==> src/rtl/tmr_pkg.sv <==
package tmr_pkg;
  localparam int ADDR_W      = 6;
  localparam int DATA_W      = 32;
  localparam int MASK_W      = 6;
  localparam int CMP_BIT     = 1;
  localparam int ROUTE_BIT   = 31;
  localparam int PIN_FIELD_W = 6;
  localparam logic [MASK_W-1:0] MASK_RST = 6'h32;

  localparam logic [ADDR_W-1:0] A_CFG    = 6'h00;
  localparam logic [ADDR_W-1:0] A_CNT    = 6'h01;
  localparam logic [ADDR_W-1:0] A_CNT_HI = 6'h02;
  localparam logic [ADDR_W-1:0] A_USR    = 6'h03;
  localparam logic [ADDR_W-1:0] A_USR_HI = 6'h04;

  localparam logic [1:0] WIN_LOCAL  = 2'b01;
  localparam logic [1:0] WIN_REMOTE = 2'b10;

  localparam logic [3:0] OFF_PEND  = 4'd0;
  localparam logic [3:0] OFF_MASK  = 4'd1;
  localparam logic [3:0] OFF_MCLR  = 4'd2;
  localparam logic [3:0] OFF_MSET  = 4'd3;
  localparam logic [3:0] OFF_ROUTE = 4'd4;
  localparam logic [3:0] OFF_SEL   = 4'd5;
  localparam logic [3:0] OFF_IDENT = 4'd6;
  localparam logic [3:0] OFF_CMP   = 4'd7;
  localparam logic [3:0] OFF_CMPHI = 4'd8;
  localparam logic [3:0] OFF_LAST  = OFF_CMPHI;

  typedef struct packed {
    logic       cfg;
    logic       cnt;
    logic       cnt_hi;
    logic       usr;
    logic       usr_hi;
    logic       win;
    logic       remote;
    logic [3:0] off;
  } acc_dec_t;
endpackage

==> src/rtl/tmr_decode.sv <==
module tmr_decode
  import tmr_pkg::*;
(
  input  logic [ADDR_W-1:0] addr,
  output acc_dec_t          dec
);
  logic [1:0] win_sel;
  logic [3:0] off;

  assign win_sel = addr[5:4];
  assign off     = addr[3:0];

  always_comb begin
    dec        = '0;
    dec.cfg    = (addr == A_CFG);
    dec.cnt    = (addr == A_CNT);
    dec.cnt_hi = (addr == A_CNT_HI);
    dec.usr    = (addr == A_USR);
    dec.usr_hi = (addr == A_USR_HI);
    dec.off    = off;
    if ((win_sel == WIN_LOCAL || win_sel == WIN_REMOTE) && off <= OFF_LAST) begin
      dec.win    = 1'b1;
      dec.remote = (win_sel == WIN_REMOTE);
    end
  end
endmodule

==> src/rtl/tmr_counter.sv <==
module tmr_counter #(
  parameter int CNT_W = 32
) (
  input  logic             clk,
  input  logic             rst,
  input  logic             stop_we,
  input  logic             stop_wd,
  input  logic             cnt_we,
  input  logic [CNT_W-1:0] cnt_wd,
  output logic             stopped,
  output logic [CNT_W-1:0] count
);
  always_ff @(posedge clk) begin
    if (rst) begin
      stopped <= 1'b0;
      count   <= '0;
    end else begin
      if (stop_we) stopped <= stop_wd;
      if (stopped) begin
        if (cnt_we) count <= cnt_wd;
      end else begin
        count <= count + 1'b1;
      end
    end
  end

  assert_hold_when_stopped_R1: assert property (@(posedge clk) disable iff (rst)
    (stopped && !cnt_we) |=> (count == $past(count)));
  assert_step_when_running_R1: assert property (@(posedge clk) disable iff (rst)
    (!stopped) |=> (count == $past(count) + 1'b1));
  assert_load_when_stopped_R2: assert property (@(posedge clk) disable iff (rst)
    (stopped && cnt_we) |=> (count == $past(cnt_wd)));
endmodule

==> src/rtl/tmr_core_slice.sv <==
module tmr_core_slice
  import tmr_pkg::*;
#(
  parameter int CNT_W     = 32,
  parameter int NUM_CORES = 2,
  parameter int NUM_PINS  = 6,
  parameter int CORE_W    = 1,
  parameter int PIN_W     = 3
) (
  input  logic              clk,
  input  logic              rst,
  input  logic              we,
  input  logic [3:0]        off,
  input  logic [DATA_W-1:0] wd,
  input  logic [CNT_W-1:0]  count,
  output logic              pend,
  output logic [MASK_W-1:0] mask,
  output logic              route_en,
  output logic [PIN_W-1:0]  route_pin,
  output logic [CORE_W-1:0] sel,
  output logic [CNT_W-1:0]  cmp,
  output logic [NUM_PINS-1:0] irq
);
  logic cmp_we, route_we, route_ok, sel_we, sel_ok, match;

  assign cmp_we   = we && (off == OFF_CMP);
  assign route_we = we && (off == OFF_ROUTE);
  assign sel_we   = we && (off == OFF_SEL);
  assign route_ok = (wd[PIN_FIELD_W-1:0] < PIN_FIELD_W'(NUM_PINS));
  assign sel_ok   = (wd < DATA_W'(NUM_CORES));
  assign match    = (count == cmp);

  always_ff @(posedge clk) begin
    if (rst) begin
      pend      <= 1'b0;
      mask      <= MASK_RST;
      route_en  <= 1'b1;
      route_pin <= '0;
      sel       <= '0;
      cmp       <= '1;
    end else begin
      if (cmp_we) begin
        pend <= 1'b0;
        cmp  <= wd[CNT_W-1:0];
      end else if (match) begin
        pend <= 1'b1;
      end
      if (we && off == OFF_MCLR) mask <= mask & ~wd[MASK_W-1:0];
      if (we && off == OFF_MSET) mask <= mask | wd[MASK_W-1:0];
      if (route_we && route_ok) begin
        route_en  <= wd[ROUTE_BIT];
        route_pin <= wd[PIN_W-1:0];
      end
      if (sel_we && sel_ok) sel <= wd[CORE_W-1:0];
    end
  end

  for (genvar p = 0; p < NUM_PINS; p++) begin : g_pin
    always_ff @(posedge clk) begin
      if (rst) irq[p] <= 1'b0;
      else     irq[p] <= pend && mask[CMP_BIT] && route_en && (route_pin == PIN_W'(p));
    end
  end

  assert_pend_sets_on_match_R3: assert property (@(posedge clk) disable iff (rst)
    (match && !cmp_we) |=> pend);
  assert_pend_sticky_R3: assert property (@(posedge clk) disable iff (rst)
    (pend && !cmp_we) |=> pend);
  assert_cmp_write_clears_R5: assert property (@(posedge clk) disable iff (rst)
    cmp_we |=> !pend);
  assert_pin_gated_R4: assert property (@(posedge clk) disable iff (rst)
    (|irq) |-> $past(pend && mask[CMP_BIT] && route_en));
  assert_one_pin_R4: assert property (@(posedge clk) disable iff (rst)
    $onehot0(irq));
  assert_sel_reject_R7: assert property (@(posedge clk) disable iff (rst)
    (sel_we && !sel_ok) |=> $stable(sel));
  assert_route_reject_R11: assert property (@(posedge clk) disable iff (rst)
    (route_we && !route_ok) |=> ($stable(route_en) && $stable(route_pin)));
  assert_mask_only_by_set_clr_R6: assert property (@(posedge clk) disable iff (rst)
    !(we && (off == OFF_MCLR || off == OFF_MSET)) |=> $stable(mask));
endmodule

==> src/rtl/shared_cmp_timer.sv <==
module shared_cmp_timer
  import tmr_pkg::*;
#(
  parameter int NUM_CORES = 2,
  parameter int NUM_PINS  = 6,
  parameter int CNT_W     = 32,
  localparam int CORE_W   = (NUM_CORES > 1) ? $clog2(NUM_CORES) : 1,
  localparam int PIN_W    = (NUM_PINS > 1) ? $clog2(NUM_PINS) : 1
) (
  input  logic                          clk,
  input  logic                          rst,
  input  logic                          req_valid,
  input  logic                          req_write,
  input  logic [CORE_W-1:0]             req_core,
  input  logic [ADDR_W-1:0]             req_addr,
  input  logic [DATA_W-1:0]             req_wdata,
  output logic                          rd_valid,
  output logic [DATA_W-1:0]             rd_data,
  output logic [NUM_CORES*NUM_PINS-1:0] irq_pin
);
  acc_dec_t dec;
  logic wr, rd, stopped;
  logic [CNT_W-1:0]  count;
  logic [CORE_W-1:0] target;

  logic              pend_a  [NUM_CORES];
  logic [MASK_W-1:0] mask_a  [NUM_CORES];
  logic              ren_a   [NUM_CORES];
  logic [PIN_W-1:0]  rpin_a  [NUM_CORES];
  logic [CORE_W-1:0] sel_a   [NUM_CORES];
  logic [CNT_W-1:0]  cmp_a   [NUM_CORES];
  logic [DATA_W-1:0] rd_next;

  tmr_decode u_dec (.addr(req_addr), .dec(dec));

  assign wr     = req_valid && req_write && (int'(req_core) < NUM_CORES);
  assign rd     = req_valid && !req_write;
  assign target = dec.remote ? sel_a[req_core] : req_core;

  tmr_counter #(.CNT_W(CNT_W)) u_cnt (
    .clk(clk), .rst(rst),
    .stop_we(wr && dec.cfg), .stop_wd(req_wdata[0]),
    .cnt_we(wr && dec.cnt), .cnt_wd(req_wdata[CNT_W-1:0]),
    .stopped(stopped), .count(count)
  );

  for (genvar g = 0; g < NUM_CORES; g++) begin : g_core
    tmr_core_slice #(
      .CNT_W(CNT_W), .NUM_CORES(NUM_CORES), .NUM_PINS(NUM_PINS),
      .CORE_W(CORE_W), .PIN_W(PIN_W)
    ) u_slice (
      .clk(clk), .rst(rst),
      .we(wr && dec.win && (target == CORE_W'(g))),
      .off(dec.off), .wd(req_wdata), .count(count),
      .pend(pend_a[g]), .mask(mask_a[g]), .route_en(ren_a[g]),
      .route_pin(rpin_a[g]), .sel(sel_a[g]), .cmp(cmp_a[g]),
      .irq(irq_pin[g*NUM_PINS +: NUM_PINS])
    );
  end

  always_comb begin
    rd_next = '0;
    if (dec.cfg) begin
      rd_next[0] = stopped;
    end else if (dec.cnt || dec.usr) begin
      rd_next = DATA_W'(count);
    end else if (dec.win) begin
      case (dec.off)
        OFF_PEND:  rd_next[CMP_BIT] = pend_a[target];
        OFF_MASK:  rd_next = DATA_W'(mask_a[target]);
        OFF_ROUTE: begin
          rd_next = DATA_W'(rpin_a[target]);
          rd_next[ROUTE_BIT] = ren_a[target];
        end
        OFF_SEL:   rd_next = DATA_W'(sel_a[target]);
        OFF_IDENT: rd_next = DATA_W'(target);
        OFF_CMP:   rd_next = DATA_W'(cmp_a[target]);
        default:   rd_next = '0;
      endcase
    end
  end

  always_ff @(posedge clk) begin
    if (rst) begin
      rd_valid <= 1'b0;
      rd_data  <= '0;
    end else begin
      rd_valid <= rd;
      if (rd) rd_data <= rd_next;
    end
  end

  assert_upper_words_zero_R2: assert property (@(posedge clk) disable iff (rst)
    (rd && (dec.cnt_hi || dec.usr_hi)) |=> (rd_data == '0));
  assert_user_copy_ro_R9: assert property (@(posedge clk) disable iff (rst)
    (wr && dec.usr && stopped) |=> (count == $past(count)));
  assert_read_latency_R12: assert property (@(posedge clk) disable iff (rst)
    rd |=> rd_valid);
endmodule

==> config.mk <==
export PLATFORM = sky130hd
export DESIGN_NAME = shared_cmp_timer
export DESIGN_NICKNAME = d
export VERILOG_FILES = /design/src/rtl/tmr_pkg.sv /design/src/rtl/tmr_decode.sv /design/src/rtl/tmr_counter.sv /design/src/rtl/tmr_core_slice.sv /design/src/rtl/shared_cmp_timer.sv
export SDC_FILE = /design/constraint.sdc
export NUM_CORES = 1
export LEC_CHECK = 0
export ABC_AREA = 1
export BUFFER_PORTS_ARGS = -buffer_cell sky130_fd_sc_hd__buf_2
export CAP_MARGIN = 20
export CORE_ASPECT_RATIO = 0.75
export CORE_MARGIN = 2
export CORE_UTILIZATION = 45
export CTS_BUF_LIST = sky130_fd_sc_hd__clkbuf_8
export DETAILED_ROUTE_END_ITERATION = 8
export PLACE_DENSITY = 0.67
export SLEW_MARGIN = 5
export SYNTH_ARGS = -nofsm -noshare
export SYNTH_HDL_FRONTEND = slang
export SYNTH_HIERARCHICAL = 1
export SYNTH_SLANG_ARGS = --single-unit
export TNS_END_PERCENT = 10
==> constraint.sdc <==
create_clock -name clk -period 2 [get_ports clk]
set_input_delay 0.1 -clock clk [delete_from_list [all_inputs] [get_ports clk]]
set_output_delay 0.1 -clock clk [all_outputs]
set_load 0.005 [all_outputs]
# Yosys cells after proc, flatten, opt, wreduce, memory -nomap -nowiden
# Index checks and enable logic that the tools add are counted.
# op_classes
addsub	1
order_cmp	5
eq_ne	24
n_mux	36
bitwise_logic	8
n_reduce_logical	49
# op_table
operator	count
$mux 32	7
$pmux 30 s3	1
$eq 32x32->1	2
$mux 6	7
$logic_and 1x1->1	38
$add 32x1->32 const B	1
$lt 32x2->1 const B	1
$mux 31	1
$eq 4x3->1 const B	4
$mux 1	14
$and 6x6->6	2
$eq 3x2->1 const B	4
$eq 3x3->1 const B	4
$or 6x6->6	2
$mux 3	3
$eq 4x2->1 const B	2
$eq 3x1->1 const B	2
$eq 6x1->1 const B	1
$eq 6x2->1 const B	1
$logic_not 3->1	2
$logic_not 6->1	1
$lt 6x3->1 const B	1
$not 6->6	1
$pmux 1 s5	1
15 further kinds	20
# word_totals
regBits	166
inputBits	43
out_inout_bits	45
elab_cells	151

# Logic depth before layout (Yosys ltp)
# Gate-level depths: netlist of the first run.
# depth
depth_word	13
depth_mapped	20
depth_no_buf	19

# Hierarchy
# Netlist of the first run, hierarchy kept.
# by_module_without_submodules
mod	n_inst	cells_each	area_each_um2	seq_area_each_um2
tmr_core_slice	2	325	2568.7	1001.0
shared_cmp_timer	1	391	2508.7	660.6
tmr_counter	1	422	2374.8	660.6
tmr_decode	1	28	166.4	0.0

# Least setup slack after synthesis of the first run
# Ideal clock, no wire load.
# synth_timing
path_kind	input -> register
from	in req_addr[4]
to	reg g_core[1].u_slice.sel
setup_time_ns	0.115
arrival_time_ns	1.905
t_required_ns	1.885
path_slack_ns	-0.020
cell_stages	19
path_buffers	2
path_cell_list	inv_1 ha_1 nand2_2 nor2_2 nand2_1 nand2_2 nand2_2 buf_4 buf_2 nor2_1 inv_1 nor2_4 nand3_2 nor2_1 nand2_1 nor2_2 nand3_1 nand2_1 nor2_1
# synth_lines
item	line_no	rtl
start: declaration	shared_cmp_timer.sv:15	input logic [ADDR_W-1:0] req_addr,
end signal: assignment	tmr_core_slice.sv:54	if (sel_we && sel_ok) sel <= wd[CORE_W-1:0];
end: declaration	tmr_core_slice.sv:20	output logic [CORE_W-1:0] sel,

# Worst setup path after layout of the first run
# layout_timing
from	reg g_core[0].u_slice.sel
to	reg g_core[1].u_slice.sel
# layout_via
elab_chain_len	7
# layout_rtl
item	line_no	rtl
start: declaration	tmr_core_slice.sv:20	
start signal: assignment	tmr_core_slice.sv:54	
$mux 1 (not written as such) (3 in a row)	shared_cmp_timer.sv:38	assign target = dec.remote ? sel_a[req_core] : req_core;
$mux 1	shared_cmp_timer.sv:38	
$logic_and 1x1->1	shared_cmp_timer.sv:53	.we(wr && dec.win && (target == CORE_W'(g))),
$logic_and 1x1->1	tmr_core_slice.sv:28	assign sel_we = we && (off == OFF_SEL);
$logic_and 1x1->1	tmr_core_slice.sv:54	
# Every way passes these cells. The select of a mux whose other input is x is not followed.
# A chain may end at the register's enable or synchronous reset.

==> run_summary.xml, run 1 <==
<?xml version="1.0" encoding="UTF-8"?>
<metrics>
  <group name="outcome">
    <metric name="outcome" unit="">finished, final reports clean</metric>
  </group>
  <group name="min_path">
    <metric name="hold_crit_path_type" unit="">primary input to register</metric>
    <metric name="timing.hold.worst.start" unit="">req_wdata[26]</metric>
    <metric name="number_of_cells_on_the_worst_hold_path" unit="">5</metric>
    <metric name="min_to" unit="">u_cnt/count[26]</metric>
  </group>
  <group name="placement">
    <metric name="dpl.hpwl" unit="um">24400</metric>
    <metric name="routabilityCongestion" unit="">0.954</metric>
    <metric name="placement.setup.worst_slack" unit="ns">-0.0118</metric>
    <metric name="io_port_bufs" unit="">87</metric>
  </group>
  <group name="power_and_ir_drop">
    <metric name="power_density" unit="mW/mm^2">545</metric>
    <metric name="ir_drop" unit="V">0.000412</metric>
    <metric name="power.combinational.fraction" unit="%">9.9</metric>
    <metric name="power.share.clock" unit="%">38.6</metric>
    <metric name="seq_power_share" unit="%">51.5</metric>
    <metric name="sw_frac_of_total" unit="%">27.7</metric>
    <metric name="total_switching_power" unit="uW">1790</metric>
    <metric name="leakagePower" unit="uW">0.00522</metric>
    <metric name="p_int" unit="uW">4680</metric>
  </group>
  <group name="cts">
    <metric name="cts_max_level" unit="">4</metric>
    <metric name="cts.clk_slew.worst_paths" unit="ns">0.10</metric>
    <metric name="cts_resized" unit="">0</metric>
    <metric name="numClockSinks" unit="">166</metric>
    <metric name="total_cts_buffers" unit="">17</metric>
    <metric name="cts_tree" unit="">yes</metric>
    <metric name="post_cts_hold_buffer_count" unit="">29</metric>
    <metric name="cts-root-to-sink-buffers" unit="">2</metric>
    <metric name="insertion_delay_of_the_later_clocked_pin_in_the_worst_skew_pair" unit="ns">0.46</metric>
    <metric name="cts.root.buffer_cell" unit="">clkbuf_8</metric>
    <metric name="postCtsSetupBuffers" unit="">0</metric>
  </group>
  <group name="yosys">
    <metric name="netlist_instances" unit="">1489</metric>
    <metric name="synth.avg_cell_area" unit="um^2">6.83</metric>
    <metric name="ys_warn_count" unit="">6</metric>
    <metric name="synth_area" unit="mm^2">0.0102</metric>
    <metric name="synth_nets" unit="">1535</metric>
  </group>
  <group name="sta">
    <metric name="final.hold.worst_slack" unit="ns">0.0134</metric>
    <metric name="hold_viol" unit="">0</metric>
    <metric name="worst_slew_pin_tran" unit="ns">0.741</metric>
    <metric name="max_freq" unit="MHz">547</metric>
    <metric name="setup-violations-final" unit="">0</metric>
    <metric name="finalSetupTns" unit="ns">0</metric>
    <metric name="layout_worst_path_cycle_share" unit="%">91.4</metric>
    <metric name="clock_skews" unit="ns">0.0161</metric>
    <metric name="fin_crit" unit="ns">1.83</metric>
    <metric name="final.setup.worst_slack" unit="ns">0.172</metric>
    <metric name="report.final.slew_viol_count" unit="">0</metric>
    <metric name="maxSlewHeadroom" unit="%">50.5</metric>
    <metric name="unrepaired_setup_endpoints_after_global_routing" unit="">no</metric>
  </group>
  <group name="die">
    <metric name="core.rowCount" unit="">47</metric>
    <metric name="floorplan.initialDensity" unit="%">46.0</metric>
    <metric name="die_area" unit="mm^2">0.0238</metric>
    <metric name="floorplan.core_area" unit="mm^2">0.0221</metric>
    <metric name="fp.dieW" unit="um">178</metric>
    <metric name="fp.dieH" unit="um">134</metric>
    <metric name="io-pin-count" unit="">88</metric>
  </group>
  <group name="worst_setup_path">
    <metric name="critical_path.max_fanout" unit="">4</metric>
    <metric name="crit_path_start_kind" unit="">register</metric>
    <metric name="arrival" unit="ns">2.18</metric>
    <metric name="worst_r2r_endpoint" unit="">g_core[1].u_slice/sel</metric>
    <metric name="crit_path_required_time" unit="ns">2.36</metric>
    <metric name="reg2reg_depth" unit="">14</metric>
    <metric name="crit-reg2reg-launch" unit="">g_core[0].u_slice/sel</metric>
    <metric name="worstSetupPathType" unit="">register to register</metric>
    <metric name="reg2reg_slack" unit="ns">0.17</metric>
    <metric name="worstSetupEndpointType" unit="">register</metric>
  </group>
  <group name="global_route">
    <metric name="gr-usage-all-layers" unit="%">27.8</metric>
    <metric name="vias_in_the_first_global_route" unit="">9216</metric>
    <metric name="antenna_found_initial" unit="">0</metric>
    <metric name="grt_overflow_total" unit="">0</metric>
    <metric name="grt_first_pass_wirelength" unit="um">51400</metric>
    <metric name="grt_start_max_net_pins" unit="">64</metric>
  </group>
  <group name="detailed_routing">
    <metric name="wire_per_inst" unit="um">16.6</metric>
    <metric name="num_vias" unit="">10100</metric>
    <metric name="drtPass1Iterations" unit="">5</metric>
    <metric name="avgViaCountPerCell" unit="">5.23</metric>
    <metric name="initialDrtViolationCount" unit="">1116</metric>
    <metric name="drtAntennaViolNets" unit="">0</metric>
    <metric name="drt-total-wl" unit="um">32200</metric>
    <metric name="remaining_drc_errors" unit="">0</metric>
  </group>
  <group name="layout">
    <metric name="syn_to_final_growth" unit="%">16.8</metric>
    <metric name="fillers" unit="">2219</metric>
    <metric name="ratio_of_cells_with_drive_above_1_in_the_final_layout" unit="%">22.0</metric>
    <metric name="final_nets" unit="">1676</metric>
    <metric name="antenna-diode-count" unit="">0</metric>
  </group>
  <group name="flow_run">
    <metric name="max_cap_viol_count" unit="">0</metric>
  </group>
</metrics>
-- metrics by stage --
step           total power (uW)  util (%)  cells  cell area [um^2]
5_1_grt                    6690      53.7   1937             11900
6_report                   6470      53.7   1937             11900
2_1_floorplan              3740         -   1489             10200
4_1_cts                    6500      53.7   1937             11900
3_3_place_gp               3990      50.6   1876             11200
3_5_place_dp               3990      50.6   1876             11200
-- flip-flops by register name (all words and copies together), names as in the netlist, named ones only --
signal / count
g_core.u_slice/route_en: 2
g_core.u_slice/irq: 12
rd_valid: 1
g_core.u_slice/sel: 2
g_core.u_slice/pend: 2
u_cnt/stopped: 1
rd_data: 32
g_core.u_slice/cmp: 64
u_cnt/count: 32
g_core.u_slice/route_pin: 6
-- layout make-up --
cell class	instances	area (um^2)	area share (%)
Clock buffer	18	248	2.09
Clock inverter	14	150	1.26
Inverter	177	679	5.72
Multi-Input combinational cell	1087	5780	48.7
Sequential cell	166	3320	28.0
Tap cell	294	368	3.10
Timing Repair Buffer	181	1330	11.2
-- power groups by stage --
stage,clock (uW),sequential [uW],combinational (uW)
floorplan,0,3410,327
global placement,0,3410,579
detailed placement,0,3410,583
CTS,2530,3330,628
global route,2660,3340,691
finish,2500,3330,639
-- metal layers --
layer  wire (um)  vias to the layer above  GRT usage [%]
met5           0                        -              0
met4         517                        0           6.65
met3        3550                       34           7.11
met2       12500                      436           37.4
met1       15600                     4637           43.3
li1            -                     5020              -
-- worst max path at each step --
| stage | endpoint | depth (start not counted) | startpoint |
|---|---|---|---|
| after CTS | g_core[1].u_slice/sel | 14 | g_core[0].u_slice/sel |
| after floorplan | g_core[1].u_slice/sel | 19 | req_addr[4] |
| final | g_core[1].u_slice/sel | 14 | g_core[0].u_slice/sel |
| after global placement | rd_data[31] | 19 | req_addr[4] |
| after detailed placement | g_core[1].u_slice/sel | 19 | req_addr[4] |
| after global routing | rd_data[0] | 13 | g_core[0].u_slice/sel |
-- worst max-delay path: stages (launching register included) --
cell and delay [ns]:
dfxtp_1 0.43, nand2_1 0.10, nand2_2 0.08, nand2_2 0.07, buf_4 0.16, nor2_2 0.11, inv_1 0.08, nor2_4 0.09
nand3_2 0.07, nor2_1 0.11, nand2_1 0.08, nor2_2 0.15, nand3_1 0.08, nand2_1 0.07, nor2_1 0.04
-- cells in the final DEF, fill, tap and decap left out, types with 3 or more instances in the layout --
master	count
nand3b_1	3
a21oi_1	55
o211ai_2	44
nor3_1	7
nor2_2	15
buf_4	56
o21ai_1	26
nand2_1	498
inv_1	159
clkbuf_8	18
o21ai_2	36
nand3_1	72
nor2_4	15
clkinv_4	5
ha_1	3
buf_2	87
nand2_2	12
clkinvlp_4	4
o211ai_1	22
dfxtp_1	166
o21ai_0	34
inv_6	4
nand3_2	4
inv_2	15
nand4_1	18
nor2_1	132
dlygate4sd3_1	29
buf_12	9
nand2_4	3
nor3_2	4
xnor2_1	52
a21oi_2	23
nor2_8	3
No activity file was read; power rests on OpenSTA's default activity.
==> run 2, diff against run 1 <==
PLACE_DENSITY = 0.68   (was 0.67)
SYNTH_HIERARCHICAL = default   (was 1)
==> run_summary.xml, run 2 <==
<?xml version="1.0" encoding="UTF-8"?>
<metrics>
  <group name="sta">
    <metric name="final.setup.worst_slack" unit="ns">0.0743</metric>
    <metric name="worst_slew_pin_tran" unit="ns">0.812</metric>
    <metric name="finalSetupTns" unit="ns">0</metric>
    <metric name="clock_skews" unit="ns">0.0168</metric>
    <metric name="layout_worst_path_cycle_share" unit="%">96.3</metric>
    <metric name="unrepaired_setup_endpoints_after_global_routing" unit="">yes</metric>
    <metric name="final.hold.worst_slack" unit="ns">0.0670</metric>
    <metric name="setup-violations-final" unit="">0</metric>
    <metric name="hold_viol" unit="">0</metric>
    <metric name="fin_crit" unit="ns">1.93</metric>
    <metric name="max_freq" unit="MHz">519</metric>
    <metric name="report.final.slew_viol_count" unit="">0</metric>
    <metric name="maxSlewHeadroom" unit="%">45.9</metric>
  </group>
  <group name="yosys">
    <metric name="synth_commonest_cells" unit="">nand2_1, dfxtp_1, inv_1</metric>
    <metric name="synth_ff_type" unit="">dfxtp_1</metric>
    <metric name="synth-seq-area-share" unit="%">37.2</metric>
    <metric name="synth_area_leader_cell" unit="">dfxtp_1</metric>
    <metric name="synth-edff-count" unit="">0</metric>
    <metric name="most_frequent_cell_after_synthesis" unit="">nand2_1</metric>
    <metric name="synth.top_cells.by_area" unit="">dfxtp_1, nand2_1, o211ai_1</metric>
    <metric name="register_bit_total_from_synthesis" unit="">166</metric>
    <metric name="ys_warn_count" unit="">0</metric>
    <metric name="synthDistinctLibCells" unit="">46</metric>
    <metric name="synth_area" unit="mm^2">0.00894</metric>
    <metric name="netlist_instances" unit="">1284</metric>
    <metric name="synth.avg_cell_area" unit="um^2">6.96</metric>
    <metric name="asyncSetResetFlopFracSynth" unit="%">0</metric>
    <metric name="synth_top_area_share" unit="%">37.2</metric>
    <metric name="synth_nets" unit="">1330</metric>
  </group>
  <group name="detailed_routing">
    <metric name="wire_per_inst" unit="um">21.2</metric>
    <metric name="drtAntennaViolNets" unit="">0</metric>
    <metric name="num_vias" unit="">9830</metric>
    <metric name="drtPass1Iterations" unit="">6</metric>
    <metric name="initialDrtViolationCount" unit="">1276</metric>
    <metric name="avgViaCountPerCell" unit="">5.70</metric>
    <metric name="remaining_drc_errors" unit="">0</metric>
    <metric name="drt-total-wl" unit="um">36600</metric>
  </group>
  <group name="worst_setup_path">
    <metric name="crit_path_required_time" unit="ns">2.40</metric>
    <metric name="total_buffers_and_inverters_traversed_by_the_critical_path" unit="">2</metric>
    <metric name="cpLargestDelayFamily" unit="">simple AND/OR/NAND/NOR gates</metric>
    <metric name="crit-reg2reg-launch" unit="">u_cnt.count[4]</metric>
    <metric name="crit_chain" unit="">dlygate4sd3_1 &gt; buf_2 &gt; nor2_1 &gt; nand3_1 &gt; nor3_1 &gt; nand4_1 &gt; nor2_1 &gt; nor2_1 &gt; a211oi_1</metric>
    <metric name="worstSetupPathType" unit="">primary input to register</metric>
    <metric name="cpPeakStageDelay" unit="ns">0.53</metric>
    <metric name="cpMostUsedCell" unit="">nor2_1</metric>
    <metric name="worstSetupEndpointType" unit="">register</metric>
    <metric name="critical_path.max_fanout" unit="">4</metric>
    <metric name="crit_path_start_kind" unit="">primary input</metric>
    <metric name="arrival" unit="ns">2.32</metric>
    <metric name="cp_slowest_cell" unit="">dlygate4sd3_1</metric>
    <metric name="critical_path.startpoint" unit="">req_wdata[13]</metric>
  </group>
  <group name="layout">
    <metric name="ratio_of_cells_with_drive_above_1_in_the_final_layout" unit="%">20.5</metric>
    <metric name="antenna-diode-count" unit="">0</metric>
    <metric name="largest_register_ffs" unit="">64</metric>
    <metric name="final_nets" unit="">1505</metric>
    <metric name="reg.largest.list" unit="">g_core.u_slice.cmp: 64 flops, rd_data: 32 flops, u_cnt.count: 32 flops</metric>
    <metric name="mostFrequentLayoutCell" unit="">nand2_1</metric>
    <metric name="commonest_non_fill_non_tap_cells_in_the_layout" unit="">nand2_1, dfxtp_1, inv_1</metric>
    <metric name="syn_to_final_growth" unit="%">23.9</metric>
    <metric name="fillers" unit="">1914</metric>
    <metric name="top_register" unit="">g_core.u_slice.cmp</metric>
    <metric name="stdcell_area" unit="mm^2">0.0111</metric>
  </group>
  <group name="global_route">
    <metric name="antenna_found_initial" unit="">2</metric>
    <metric name="grt_overflow_total" unit="">0</metric>
    <metric name="grt_start_max_net_pins" unit="">66</metric>
    <metric name="gr-usage-all-layers" unit="%">34.8</metric>
    <metric name="grt_first_pass_wirelength" unit="um">55000</metric>
    <metric name="vias_in_the_first_global_route" unit="">9106</metric>
  </group>
  <group name="cts">
    <metric name="numClockSinks" unit="">166</metric>
    <metric name="cts_max_level" unit="">4</metric>
    <metric name="cts-root-to-sink-buffers" unit="">2</metric>
    <metric name="total_cts_buffers" unit="">17</metric>
    <metric name="insertion_delay_of_the_later_clocked_pin_in_the_worst_skew_pair" unit="ns">0.48</metric>
    <metric name="cts_tree" unit="">yes</metric>
    <metric name="cts.clk_slew.worst_paths" unit="ns">0.11</metric>
    <metric name="cts.root.buffer_cell" unit="">clkbuf_8</metric>
  </group>
  <group name="placement">
    <metric name="placed_area" unit="mm^2">0.0103</metric>
    <metric name="placement.setup.worst_slack" unit="ns">-0.0688</metric>
    <metric name="routabilityCongestion" unit="">1.04</metric>
    <metric name="dpl.hpwl" unit="um">28200</metric>
    <metric name="io_port_bufs" unit="">87</metric>
  </group>
  <group name="min_path">
    <metric name="hold_crit_path_type" unit="">primary input to register</metric>
    <metric name="timing.hold.worst.start" unit="">req_wdata[31]</metric>
  </group>
  <group name="power_and_ir_drop">
    <metric name="ir_drop" unit="V">0.000473</metric>
    <metric name="seq_power_share" unit="%">52.1</metric>
    <metric name="power.share.clock" unit="%">38.7</metric>
    <metric name="power.combinational.fraction" unit="%">9.1</metric>
    <metric name="leakagePower" unit="uW">0.00488</metric>
    <metric name="sw_frac_of_total" unit="%">29.2</metric>
    <metric name="power_density" unit="mW/mm^2">578</metric>
    <metric name="total_switching_power" unit="uW">1870</metric>
    <metric name="p_int" unit="uW">4530</metric>
  </group>
  <group name="die">
    <metric name="floorplan.initialDensity" unit="%">46.0</metric>
    <metric name="io-pin-count" unit="">88</metric>
    <metric name="fp.dieH" unit="um">126</metric>
    <metric name="fp.dieW" unit="um">167</metric>
    <metric name="core.rowCount" unit="">44</metric>
    <metric name="floorplan.core_area" unit="mm^2">0.0194</metric>
    <metric name="die_area" unit="mm^2">0.0210</metric>
  </group>
  <group name="flow_run">
    <metric name="max_cap_viol_count" unit="">0</metric>
  </group>
  <group name="outcome">
    <metric name="outcome" unit="">finished, final reports clean</metric>
  </group>
</metrics>
## run 2: changes by cell type in the layout (fill, tap and decap cells not counted), moves of 39 or more
cell / before / now
nand2_1: 498 / 308
buf_4: 56 / 111
nor2_1: 132 / 78
o21ai_0: 34 / 85
o211ai_1: 22 / 72
o211ai_2: 44 / 5
## run 2: layout make-up
| class | instances | area, um^2 | area share [%] |
|---|---|---|---|
| clock inverter | 14 | 141 | 1.28 |
| sequential | 166 | 3330 | 30.1 |
| timing repair buffer | 235 | 1730 | 15.6 |
| inverter | 139 | 524 | 4.73 |
| multi-input combinational | 900 | 4800 | 43.3 |
| clock buffer | 17 | 234 | 2.11 |
| tap | 253 | 317 | 2.86 |
## run 2: worst paths after layout
path                            depth (start not counted)  slack (ns)                        end
worst max-delay path                                    9        0.07      g_core[1].u_slice.sel
worst min-delay path                                    4        0.07  g_core[0].u_slice.cmp[31]
worst max register to register                          8        0.10            u_cnt.count[17]
worst min register to register                          1        0.45   g_core[0].u_slice.irq[4]
## run 2: repair_timing
action / in CTS / in global routing
endpoints found under the hold margin: 50 / 0
hold buffers: 28 / 0
pin swaps: 0 / 2
setup endpoints to repair: 5 / 53
buffers inserted: 0 / 1
gates resized for setup: 3 / 25
## run 2: logic make-up after synthesis
group / share of synthesized area, %
AOI/OAI and AO/OA: 21.6
xor gates and xnor gates: 4.41
adders and majority gates: 0.420
buffers and inverters: 10.1
DFF: 37.2
and+or+nand+nor: 26.3
## run 2: metrics by stage
stage          instances  total power [uW]  util, %
2_1_floorplan       1284              3670        -
3_3_place_gp        1664              3920     53.1
3_5_place_dp        1664              3930     53.1
4_1_cts             1723              6380     56.5
5_1_grt             1724              6570     57.0
6_report            1724              6400     57.0
## run 2: power groups by stage
stage	clock network [uW]	registers [uW]	logic, uW
after global placement	0	3410	513
after CTS	2480	3340	559
after detailed placement	0	3410	517
after global routing	2610	3340	620
after floorplan	0	3410	261
final	2480	3340	585
## run 2: metal layers
layer | vias to the layer above | share of wire, % | track usage [%]
met5 | - | 0 | 0
met4 | 0 | 1.9 | 9.23
met3 | 54 | 17 | 18.4
met2 | 614 | 36 | 44.2
met1 | 4498 | 45 | 50.1
li1 | 4664 | - | -
## run 2: worst reg2reg max path: stages (launching register included)
cell	delay (ns)
dfxtp_1	0.52
nand4_1	0.24
nor4_2	0.26
nand2_1	0.18
nor3_2	0.19
inv_1	0.14
o211ai_1	0.18
nand2_1	0.08
nor2_1	0.08
